`config.mk`:
```
export PLATFORM = sky130hd
export DESIGN_NAME = hint_status_ctrl
export DESIGN_NICKNAME = d
export VERILOG_FILES = /design/src/rtl/hint_pkg.sv /design/src/rtl/hint_mask_bank.sv /design/src/rtl/hint_sticky_status.sv /design/src/rtl/hint_pin_drive.sv /design/src/rtl/hint_status_ctrl.sv
export SDC_FILE = /design/constraint.sdc
export NUM_CORES = 1
export LEC_CHECK = 0
export ABC_AREA = 1
export ABC_CLOCK_PERIOD_IN_PS = 1550
export BUFFER_PORTS_ARGS = -buffer_cell sky130_fd_sc_hd__buf_2
export CAP_MARGIN = 10
export CORE_UTILIZATION = 40
export DETAILED_ROUTE_END_ITERATION = 6
export PLACE_DENSITY = 0.65
export SETUP_SLACK_MARGIN = 0.02
export SLEW_MARGIN = 20
export SYNTH_ARGS = -nofsm -noshare
export SYNTH_HDL_FRONTEND = slang
export SYNTH_SLANG_ARGS = --single-unit
```
`constraint.sdc`:
```
create_clock -name clk -period 1.55 [get_ports clk]
set_input_delay 0 -clock clk [delete_from_list [all_inputs] [get_ports clk]]
set_output_delay 0 -clock clk [all_outputs]
set_load 0.03 [all_outputs]
```
`src/rtl/hint_pkg.sv`:
```
package hint_pkg;
   localparam int ADDR_W = 3;

   typedef enum logic [ADDR_W-1:0] {
      A_MASK = 3'd0,
      A_MSET = 3'd1,
      A_MCLR = 3'd2,
      A_PEEK = 3'd3,
      A_TAKE = 3'd4,
      A_ACK  = 3'd5,
      A_CFG  = 3'd6,
      A_NONE = 3'd7
   } hint_addr_e;

   localparam int CFG_EN_BIT  = 5;
   localparam int CFG_LOW_BIT = 7;
endpackage

```
`src/rtl/hint_mask_bank.sv`:
```
module hint_mask_bank #(
   parameter int N = 32
) (
   input  logic         clk,
   input  logic         rst_n,
   input  logic [N-1:0] set_vec,
   input  logic [N-1:0] clr_vec,
   output logic [N-1:0] mask_q
);
   always_ff @(posedge clk or negedge rst_n) begin
      if (!rst_n) mask_q <= '1;
      else        mask_q <= (mask_q | set_vec) & ~clr_vec;
   end

   AST_MASK_SET: assert property (@(posedge clk) disable iff (!rst_n)
      ((set_vec != '0) && (clr_vec == '0)) |=> ((mask_q & $past(set_vec)) == $past(set_vec)));
   AST_MASK_CLR: assert property (@(posedge clk) disable iff (!rst_n)
      ((clr_vec != '0) && (set_vec == '0)) |=> ((mask_q & $past(clr_vec)) == '0));
   AST_MASK_KEEP: assert property (@(posedge clk) disable iff (!rst_n)
      ((set_vec == '0) && (clr_vec == '0)) |=> $stable(mask_q));
endmodule

```
`src/rtl/hint_sticky_status.sv`:
```
module hint_sticky_status #(
   parameter int N = 32
) (
   input  logic         clk,
   input  logic         rst_n,
   input  logic [N-1:0] evt,
   input  logic [N-1:0] clr_vec,
   output logic [N-1:0] status_q
);
   always_ff @(posedge clk or negedge rst_n) begin
      if (!rst_n) status_q <= '0;
      else        status_q <= (status_q & ~clr_vec) | evt;
   end

   AST_EVT_WINS: assert property (@(posedge clk) disable iff (!rst_n)
      (evt != '0) |=> ((status_q & $past(evt)) == $past(evt)));
   AST_STICKY: assert property (@(posedge clk) disable iff (!rst_n)
      (clr_vec == '0) |=> ((status_q & $past(status_q)) == $past(status_q)));
endmodule

```
`src/rtl/hint_pin_drive.sv`:
```
module hint_pin_drive #(
   parameter int N       = 32,
   parameter bit PIN_REG = 1'b1
) (
   input  logic         clk,
   input  logic         rst_n,
   input  logic [N-1:0] status,
   input  logic [N-1:0] mask,
   input  logic         enable,
   input  logic         act_low,
   output logic         pin
);
   logic pending;
   logic level;

   assign pending = |(status & ~mask);
   assign level   = enable ? (pending ^ act_low) : act_low;

   generate
      if (PIN_REG) begin : g_reg
         logic pin_q;
         always_ff @(posedge clk or negedge rst_n) begin
            if (!rst_n) pin_q <= 1'b0;
            else        pin_q <= level;
         end
         assign pin = pin_q;

         AST_PIN_IDLE: assert property (@(posedge clk) disable iff (!rst_n)
            (!enable) |=> (pin == $past(act_low)));
         AST_PIN_ACTIVE: assert property (@(posedge clk) disable iff (!rst_n)
            (enable && ((status & ~mask) != '0)) |=> (pin != $past(act_low)));
      end else begin : g_comb
         assign pin = level;
      end
   endgenerate
endmodule

```
`src/rtl/hint_status_ctrl.sv`:
```
module hint_status_ctrl #(
   parameter int NUM_EVT = 32,
   parameter int DATA_W  = 32,
   parameter bit PIN_REG = 1'b1
) (
   input  logic                       clk,
   input  logic                       rst_n,
   input  logic [NUM_EVT-1:0]         evt_i,
   input  logic                       bus_wr_i,
   input  logic                       bus_rd_i,
   input  logic [hint_pkg::ADDR_W-1:0] bus_addr_i,
   input  logic [DATA_W-1:0]          bus_wdata_i,
   output logic [DATA_W-1:0]          bus_rdata_o,
   output logic                       host_irq_o
);
   import hint_pkg::*;

   localparam int N = NUM_EVT;

   generate
      if (N < 1 || N > DATA_W) begin : g_bad_n
         $error("NUM_EVT must lie in 1..DATA_W");
      end
      if (DATA_W <= CFG_LOW_BIT) begin : g_bad_w
         $error("DATA_W too narrow for configuration bits");
      end
   endgenerate

   hint_addr_e   addr;
   logic [N-1:0] wvec;
   logic [N-1:0] mset_vec, mclr_vec, stat_clr;
   logic [N-1:0] mask_q, status_q;
   logic         cfg_en_q, cfg_low_q;
   logic         take_rd;
   logic [DATA_W-1:0] rd_mux;

   assign addr    = hint_addr_e'(bus_addr_i);
   assign wvec    = bus_wdata_i[N-1:0];
   assign take_rd = bus_rd_i && (addr == A_TAKE);

   always_comb begin
      mset_vec = '0;
      mclr_vec = '0;
      stat_clr = take_rd ? '1 : '0;
      if (bus_wr_i) begin
         case (addr)
            A_MSET:  mset_vec = wvec;
            A_MCLR:  mclr_vec = wvec;
            A_ACK:   stat_clr = stat_clr | wvec;
            default: ;
         endcase
      end
   end

   always_ff @(posedge clk or negedge rst_n) begin
      if (!rst_n) begin
         cfg_en_q  <= 1'b0;
         cfg_low_q <= 1'b0;
      end else if (bus_wr_i && addr == A_CFG) begin
         cfg_en_q  <= bus_wdata_i[CFG_EN_BIT];
         cfg_low_q <= bus_wdata_i[CFG_LOW_BIT];
      end
   end

   always_comb begin
      rd_mux = '0;
      case (addr)
         A_MASK: rd_mux[N-1:0] = mask_q;
         A_PEEK, A_TAKE: rd_mux[N-1:0] = status_q;
         A_CFG: begin
            rd_mux[CFG_EN_BIT]  = cfg_en_q;
            rd_mux[CFG_LOW_BIT] = cfg_low_q;
         end
         default: ;
      endcase
   end

   always_ff @(posedge clk or negedge rst_n) begin
      if (!rst_n)        bus_rdata_o <= '0;
      else if (bus_rd_i) bus_rdata_o <= rd_mux;
   end

   hint_mask_bank #(.N(N)) mask_i (
      .clk(clk), .rst_n(rst_n), .set_vec(mset_vec), .clr_vec(mclr_vec), .mask_q(mask_q));

   hint_sticky_status #(.N(N)) stat_i (
      .clk(clk), .rst_n(rst_n), .evt(evt_i), .clr_vec(stat_clr), .status_q(status_q));

   hint_pin_drive #(.N(N), .PIN_REG(PIN_REG)) pin_i (
      .clk(clk), .rst_n(rst_n), .status(status_q), .mask(mask_q),
      .enable(cfg_en_q), .act_low(cfg_low_q), .pin(host_irq_o));

   AST_TAKE_EMPTIES: assert property (@(posedge clk) disable iff (!rst_n)
      (bus_rd_i && addr == A_TAKE && evt_i == '0) |=> (status_q == '0));
   AST_PEEK_KEEPS: assert property (@(posedge clk) disable iff (!rst_n)
      (bus_rd_i && addr == A_PEEK && !bus_wr_i && evt_i == '0) |=> $stable(status_q));
endmodule

```
# After elaboration in Yosys (flattened, before gate mapping)
# Index checks and enable logic that the tools add are counted.
# W data, S select, Z words.
[totals]
reg_bits = 99
input_bits = 71
output_inout_bits = 33
wordCells = 40
[op_classes]
n_eq_ne = 6
n_mux = 13
bitwise = 10
reduce_logical = 5
[op_table]
columns = ["operator", "count"]
rows = [
  ["$mux W32", 7],
  ["$and A32 B32 Y32", 3],
  ["$not A32 Y32", 3],
  ["$or A32 B32 Y32", 3],
  ["$pmux W24 S2", 1],
  ["$reduce_or A32 Y1", 1],
  ["$pmux W5 S2", 1],
  ["$eq A3 B3 Y1 const B", 3],
  ["$eq A3 B2 Y1 const B", 2],
  ["$pmux W1 S3", 2],
  ["$eq A3 B1 Y1 const B", 1],
  ["$logic_not A3 Y1", 1],
  ["$logic_and A1 B1 Y1", 2],
  ["$pmux W1 S2", 1],
  ["$reduce_or A2 Y1", 1],
  ["$mux W1", 1],
  ["$xor A1 B1 Y1", 1],
]

# Depth between registers and ports, before layout
# Gate-level depths: netlist (run 1).
[depth]
ltp_word = 9
ltp_mapped = 10

# Cells and area by module
# A second synthesis (run 1) with hierarchy kept.
[hier_totals]
cells_unflattened = 769
hier_area_um2 = 5201.2
[by_module_without_submodules]
columns = ["module", "instances", "cells_per_inst", "area_each_um2", "seq_area_each_um2"]
rows = [
  ["hint_status_ctrl", 1, 415, 2444.8, 850.8],
  ["hint_sticky_status", 1, 160, 1281.2, 800.8],
  ["hint_mask_bank", 1, 96, 1081.0, 840.8],
  ["hint_pin_drive", 1, 98, 394.1, 25.0],
]

# Worst setup path before layout (run 1)
# Ideal clock, no wire load.
[synth_path]
kind = "register -> register"
start = "register mask_i.mask_q[2]"
end = "register pin_i.g_reg.pin_q (netlist: pin_i.pin)"
setup_ns = 0.117
arrival_time_ns = 1.026
required_ns = 1.433
path_slack_ns = 0.408
stages_incl_launch_ff = 10
path_buffers = 0
synth_period_minus_slack_ns = 1.142
path_cell_list = "dfstp_2 -> inv_1 -> nand2_1 -> nand2_1 -> nor2_1 -> nand2_1 -> nor2_1 -> nand2_1 -> nand3_1 -> nand2_1"
[synth_between]
elab_chain_cells = 5
[synth_lines]
columns = ["element", "line_no", "source"]
rows = [
  ["start: declaration", "hint_mask_bank.sv:8", "output logic [N-1:0] mask_q"],
  ["start signal: assignment", "hint_mask_bank.sv:12", "else mask_q <= (mask_q | set_vec) & ~clr_vec;"],
  ["$not A32 Y32", "hint_pin_drive.sv:16", "assign pending = |(status & ~mask);"],
  ["$and A32 B32 Y32", "hint_pin_drive.sv:16", ""],
  ["$reduce_or A32 Y1", "hint_pin_drive.sv:16", ""],
  ["$xor A1 B1 Y1", "hint_pin_drive.sv:17", "assign level = enable ? (pending ^ act_low) : act_low;"],
  ["$mux W1", "hint_pin_drive.sv:17", ""],
  ["net pin_i.level", "hint_pin_drive.sv:14", "logic level;"],
  ["end signal: assignment", "hint_pin_drive.sv:24", "else pin_q <= level;"],
  ["end: declaration", "hint_pin_drive.sv:21", "logic pin_q;"],
]
# The timed path passes the listed nets, and every way through them passes these cells.
# A chain may end at the register's enable or synchronous reset.

# Worst setup path after layout (run 1)
[layout_path]
start = "register mask_i.mask_q[19]"
end = "register pin_i.g_reg.pin_q (netlist: pin_i.pin)"
# Same word-level chain as after synthesis.

==> results of run 1 <==
[cells in the mapped netlist, drive strengths merged]
library cell,instances
a21oi,64
a31oi,30
buf,18
clkbuf,11
dfrtp,67
dfstp,32
inv,70
mux2,2
nand2,187
nand3,5
nor2,74
nor3,3
o21ai,5
o21bai,32
[cell type report]
type                    count  area (µm²)  share of cell area [%]
flip-flops and latches     99        2520                    38.2
multi-input cells         402        1840                    27.9
clock buffers              12         246                    3.74
repair buffers            195        1450                    22.0
inverters                  70         265                    4.02
clock inverters             4        97.6                    1.48
well taps                 143         179                    2.71
[worst reg2reg max path: cells and delay by family, from the launching register on]
kind,cells,cell delay [ns]
buffers and inverters,1,0.04
flip-flops,1,0.55
AND/OR/NAND/NOR,7,0.56
AO/OA/AOI/OAI,1,0.13
[routing by layer]
layer	part of all wire (%)	track usage, %
met1	44	29.5
met5	0	0
met3	5.1	3.99
met2	50	40.2
met4	1.0	7.02
[through the flow]
step | cell area, µm² | cells | hold WS, ns
6_report | 6600 | 925 | 0.111
5_1_grt | 6600 | 925 | 0.141
3_3_place_gp | 5470 | 832 | -0.0613
2_1_floorplan | 4740 | 600 | -0.296
3_5_place_dp | 5470 | 832 | -0.0520
4_1_cts | 6590 | 925 | 0.108
[flip-flops by register name, indices dropped and copies added, names as in the netlist]
name             cells
cfg_low_q            1
cfg_en_q             1
pin_i.pin            1
mask_i.mask_q       32
bus_rdata_o         32
stat_i.status_q     32
[worst max path at each step]
stage | start | end | slack (ns) | cells past startpoint
floorplan | mask_i.mask_q[2] | pin_i.pin | 0.41 | 9
global placement | mask_i.mask_q[27] | pin_i.pin | 0.19 | 9
detailed placement | mask_i.mask_q[27] | pin_i.pin | 0.18 | 9
CTS | bus_addr_i[0] | stat_i.status_q[27] | 0.11 | 8
global route | mask_i.mask_q[19] | pin_i.pin | 0.02 | 10
finish | mask_i.mask_q[19] | pin_i.pin | 0.18 | 9
[what timing repair did]
action / CTS / global route
hold buffers: 77 / 0
endpoints found under the hold margin: 142 / 0
gates resized for setup: 0 / 4
setup endpoints to repair: 0 / 11
[kinds of logic (layout without fill, tap and decap cells)]
kind of cell           count (synthesis)  in the layout  synth area share [%]
AO/OA/AOI/OAI                        131            131                  16.4
buffers and inverters                 99            281                  8.32
flip-flops                            99             99                  53.1
multiplexers                           2              2                 0.475
AND/OR/NAND/NOR                      269            269                  21.7
[report_power, final]
| group | internal (mW) | leakage [nW] | switching (mW) | total (mW) |
|---|---|---|---|---|
| clock network | 1.62 | 0.163 | 0.977 | 2.60 |
| registers | 3.07 | 1.05 | 0.259 | 3.32 |
| logic | 0.604 | 2.25 | 0.885 | 1.49 |
==> results.md, run 1 <==
* Outcome: completed
* Fmax at 729 MHz
* CTS Sinks at 99
* Core Box Area at 11500 µm²
* DRC at 0
* Post-CTS repair timing setup buffer count at 0
* Area leader, netlist: dfrtp_1
* Cell Area, Synth at 4740 µm²
* Mapped Cells at 600
* Reg clk slew, reported paths at 0.07 ns
* Final setup fails at 0
* Mean Syn Cell Area at 7.90 µm²
* Unrepaired setup endpoints after global routing: false
* CP top delay family: flip-flops
* CP Capture Type: flop
* Fin util at 57.5%
* Max-cap violation count at 0
* Vias at 4533
* Startpoint types: flop
* Max-slew headroom at 54.2%
* VDD IR max at 701 µV
* Largest net degree at the start of global routing at 63
* YS warnings at 0
* Final HPWL from detailed placement at 8790 µm
* Netlist cell types at 18
* Area Growth Syn to Fin at 39.2%
* Worst path max stage delay at 0.55 ns
* Slew Limit Fails at 0
* CP most frequent cell: nand2_1
* Root Driver: clkbuf_16
* Number of global-route vias before repair at 4626
* Initial antenna violation count at 0
* Kind of critical path: flop to flop
* Initial cell density of the core at 41.3%
* Reg2reg start: mask_i.mask_q[19]
* DR pass1 iterations at 4
* Site row count at 39
* Most frequent cells in the layout: nand2_1 (187), buf_2 (102), dlygate4sd3_1 (77), nor2_1 (72), inv_1 (68)
* Final Cycle Share at 88.5%
* Crit-path cells: inv_1, nand2_1, o21ai_0, nor2_1, nand2_1, nor2_1, nand2_1, nand3_1, nand2_1
* DR iter-0 viols at 305
* H-tree depth at 3
* First-pass GRT wire length at 22400 µm
* Drt via density at 4.90
* Antenna cells at 0
* Reg2Reg Setup Slack at 0.18 ns
* Fin crit period at 1.37 ns
* Slew at the pin closest to its max-slew limit at 0.687 ns
* Port Buffers at 103
* Commonest non-fill, non-tap cell in the layout: nand2_1
* Post-Place Worst Slack at 0.176 ns
* RePlAce Congestion at 0.789
* Routed len/inst at 14.7 µm
* Sequential fraction of the synthesis area at 53.1%
* Critical path buffers and inverters at 1
* Wirelength, routed at 13600 µm
* Total grt overflow at 0
* WP data arrival at 1.61 ns
* Remaining antenna violation count at 0
* Syn nets at 671
* Worst path slowest cell: dfstp_2
* CTS tree: yes
* Fillers at 1017
* Skew-Pair Late Insertion Delay at 0.35 ns
* Clk buf depth at 2
* Hold Path Class: input port to async pin
* Setup TNS at 0 ns
* Max Clock Skew at 0.00400 ns
* Power Total at 7.41 mW
* FF-to-FF path depth at 9
* Layout cell share with drive strength beyond 1 at 22.3%
* Ranking of synthesized cells by area: dfrtp_1 (35%), dfstp_2 (18%), nand2_1 (15%)
* IO Pins at 104
* Static leakage at 3.46 nW
* Reg-to-reg endpoint: pin_i.pin
* Nets at 848
* Crit Path Max Fanout at 3
* Die Area at 12300 µm²
* Share of the synthesized area in the top cell type at 35.4%
* Final worst-path setup slack at 0.178 ns
* Die Wd at 111 µm
* Pwr Density at 1120 nW/µm²
* Total track usage at 23.2%
* CTS Buf Count at 9
* Final-report hold violation count at 0
* Die height at 111 µm
* Worst EP required at 1.79 ns
* FF+latch count, synth at 99
(Power assumes the default switching activity.)
==> run 2, diff against run 1 <==
CORE_UTILIZATION = 54   (was 40)
PLACE_DENSITY = 0.82   (was 0.65)
==> run 2 against run 1 <==
  * Combinational power is 5% higher
  * Final area is 0.30% higher
  * Power is 10% lower
  * Final cell count is 2.1% lower
  * First-iteration DRC count is 30% higher
  * Critical endpoint unchanged
  * Largest cell class unchanged
  * Highest routed layer unchanged
==> results.md, run 2 (synthesis gave the netlist of run 1 again) <==
* Post-Place Worst Slack at 0.193 ns
* Worst EP required at 1.86 ns
* Final setup fails at 0
* WP data arrival at 1.79 ns
* Layout cell share with drive strength beyond 1 at 22.2%
* Final-report hold violation count at 0
* CTS Sinks at 99
* M3 GR Usage at 6.94%
* Crit-path cells: inv_1, nand2_1, nand2_1, nor2_2, nand2_1, nor2_1, nand2_1, nand2_1, nand2_1, nand2_1
* Most frequent cells in the layout: nand2_1 (187), buf_2 (101), dlygate4sd3_1 (95), nor2_1 (70), inv_1 (68)
* Flop pwr share at 50.1%
* Static leakage at 3.45 nW
* Routed len/inst at 16.0 µm
* IO Pins at 104
* CP top delay family: simple AND/OR/NAND/NOR gates
* Site row count at 33
* Initial cell density of the core at 56.8%
* H-tree depth at 3
* Total grt overflow at 0
* DR pass1 iterations at 5
* Grt peak-use layer: met2
* Crit Path Max Fanout at 3
* Clk buf depth at 2
* Reg clk slew, reported paths at 0.10 ns
* CTS tree: yes
* Skew-Pair Late Insertion Delay at 0.38 ns
* Max-cap violation count at 0
* Net Sw Frac at 31.9%
* Nets at 867
* Critical path buffers and inverters at 1
* Logic pwr share at 23.6%
* Die Area at 9150 µm²
* GRT met1 Usage at 40.0%
* Port Buffers at 103
* Slew Limit Fails at 0
* Placed cell count at 795
* Fin crit period at 1.47 ns
* Final worst-path setup slack at 0.0786 ns
* Internal Power at 4.54 mW
* Area Growth Syn to Fin at 39.6%
* Power Total at 6.66 mW
* Outcome: completed
* Antenna cells at 0
* Top Registers: bus_rdata_o x32, mask_i.mask_q x32, stat_i.status_q x32
* Slew at the pin closest to its max-slew limit at 0.684 ns
* DR iter-0 viols at 397
* Hold Path Class: input port to flop
* Largest net degree at the start of global routing at 63
* Worst path max stage delay at 0.55 ns
* Vias at 4851
* Root Driver: clkbuf_8
* Final HPWL from detailed placement at 8170 µm
* Kind of critical path: flop to flop
* Pwr Density at 1010 nW/µm²
* Remaining antenna violation count at 0
* Number of global-route vias before repair at 4842
* CP most frequent cell: nand2_1
* RePlAce Congestion at 0.859
* CTS Buf Count at 9
* Drt via density at 5.35
* Total track usage at 32.8%
* CP Capture Type: flop
* Core Box Area at 8340 µm²
* P_sw at 2.12 mW
* Clock group share of total power at 26.3%
* Startpoint types: flop
* Max Clock Skew at 0.0119 ns
* DRC at 0
* Final Cycle Share at 94.9%
* Fmax at 680 MHz
* VDD IR max at 674 µV
* Commonest non-fill, non-tap cell in the layout: nand2_1
* Max-slew headroom at 54.4%
* Routing usage on met2 at 56.0%
* Wirelength, routed at 14500 µm
* First-pass GRT wire length at 22400 µm
* Initial antenna violation count at 0
* Worst path slowest cell: dfstp_2
* Die height at 95.7 µm
* Non-Filler Instances at 906
* Die Wd at 95.7 µm
==> run 2: cell types whose count changed in the layout (fill, tap and decap cells not counted), moves of 2 or more <==
cell	before	now
clkbuf_8	1	11
dlygate4sd3_1	77	95
nor2_1	72	70
clkbuf_16	9	0
nor2_2	2	4
clkinv_2	0	2
bufinv_16	3	1
==> run 2: timing repair <==
action | in CTS | in global routing
setup buffers | 0 | 0
hold buffers | 95 | 0
hold endpoints to repair | 117 | 0
resized for setup | 0 | 13
endpoints found under the setup margin | 0 | 29
==> run 2: final cells by class <==
cell class                 instances  area [µm²]
clock inverter                     4        48.8
inverter                          70         265
fill                             546        1720
tap                              105         131
sequential                        99        2520
multi-input combinational        402        1840
clock buffer                      12         155
timing repair buffer             214        1650
==> run 2: path summary, 6_finish.rpt <==
path	slack [ns]	end	from	depth (start not counted)
worst max-delay path	0.08	pin_i.pin	mask_i.mask_q[4]	10
worst min-delay path	0.06	bus_rdata_o[30]	bus_addr_i[2]	4
worst max register to register	0.08	pin_i.pin	mask_i.mask_q[4]	10
worst min register to register	0.49	bus_rdata_o[7]	bus_rdata_o[7]	2
max in group asynchronous	0.75	mask_i.mask_q[25]	rst_n	3
min in group asynchronous	0.11	bus_rdata_o[4]	rst_n	2
==> run 2: per-stage QoR <==
stage | cell area (µm²) | utilization [%] | hold slack [ns] | setup TNS, ns
floorplan | 4740 | - | -0.296 | 0
global placement | 5420 | 65.0 | -0.00693 | 0
detailed placement | 5420 | 65.0 | -0.00678 | 0
CTS | 6580 | 78.8 | 0.0397 | 0
global route | 6620 | 79.3 | 0.0878 | -0.0193
finish | 6620 | 79.3 | 0.0581 | 0
==> run 2: worst min-delay path: stages <==
cell and delay (ns):
buf_2 0.15, nor2_2 0.10, nand2_1 0.06, a31oi_1 0.08
==> run 2: power by group through the flow <==
| stage | sequential, mW | combinational [mW] | clock, mW |
|---|---|---|---|
| finish | 3.33 | 1.57 | 1.75 |
| global route | 3.37 | 1.73 | 1.84 |
| CTS | 3.31 | 1.52 | 1.74 |
| detailed placement | 3.35 | 1.33 | 0 |
| global placement | 3.34 | 1.29 | 0 |
| floorplan | 3.50 | 0.671 | 0 |
==> run 2: metal layers <==
layer / wire [µm] / share of wire [%]
met1: 5690 / 39
met2: 7310 / 50
met3: 1150 / 7.9
met4: 361 / 2.5
met5: 0 / 0
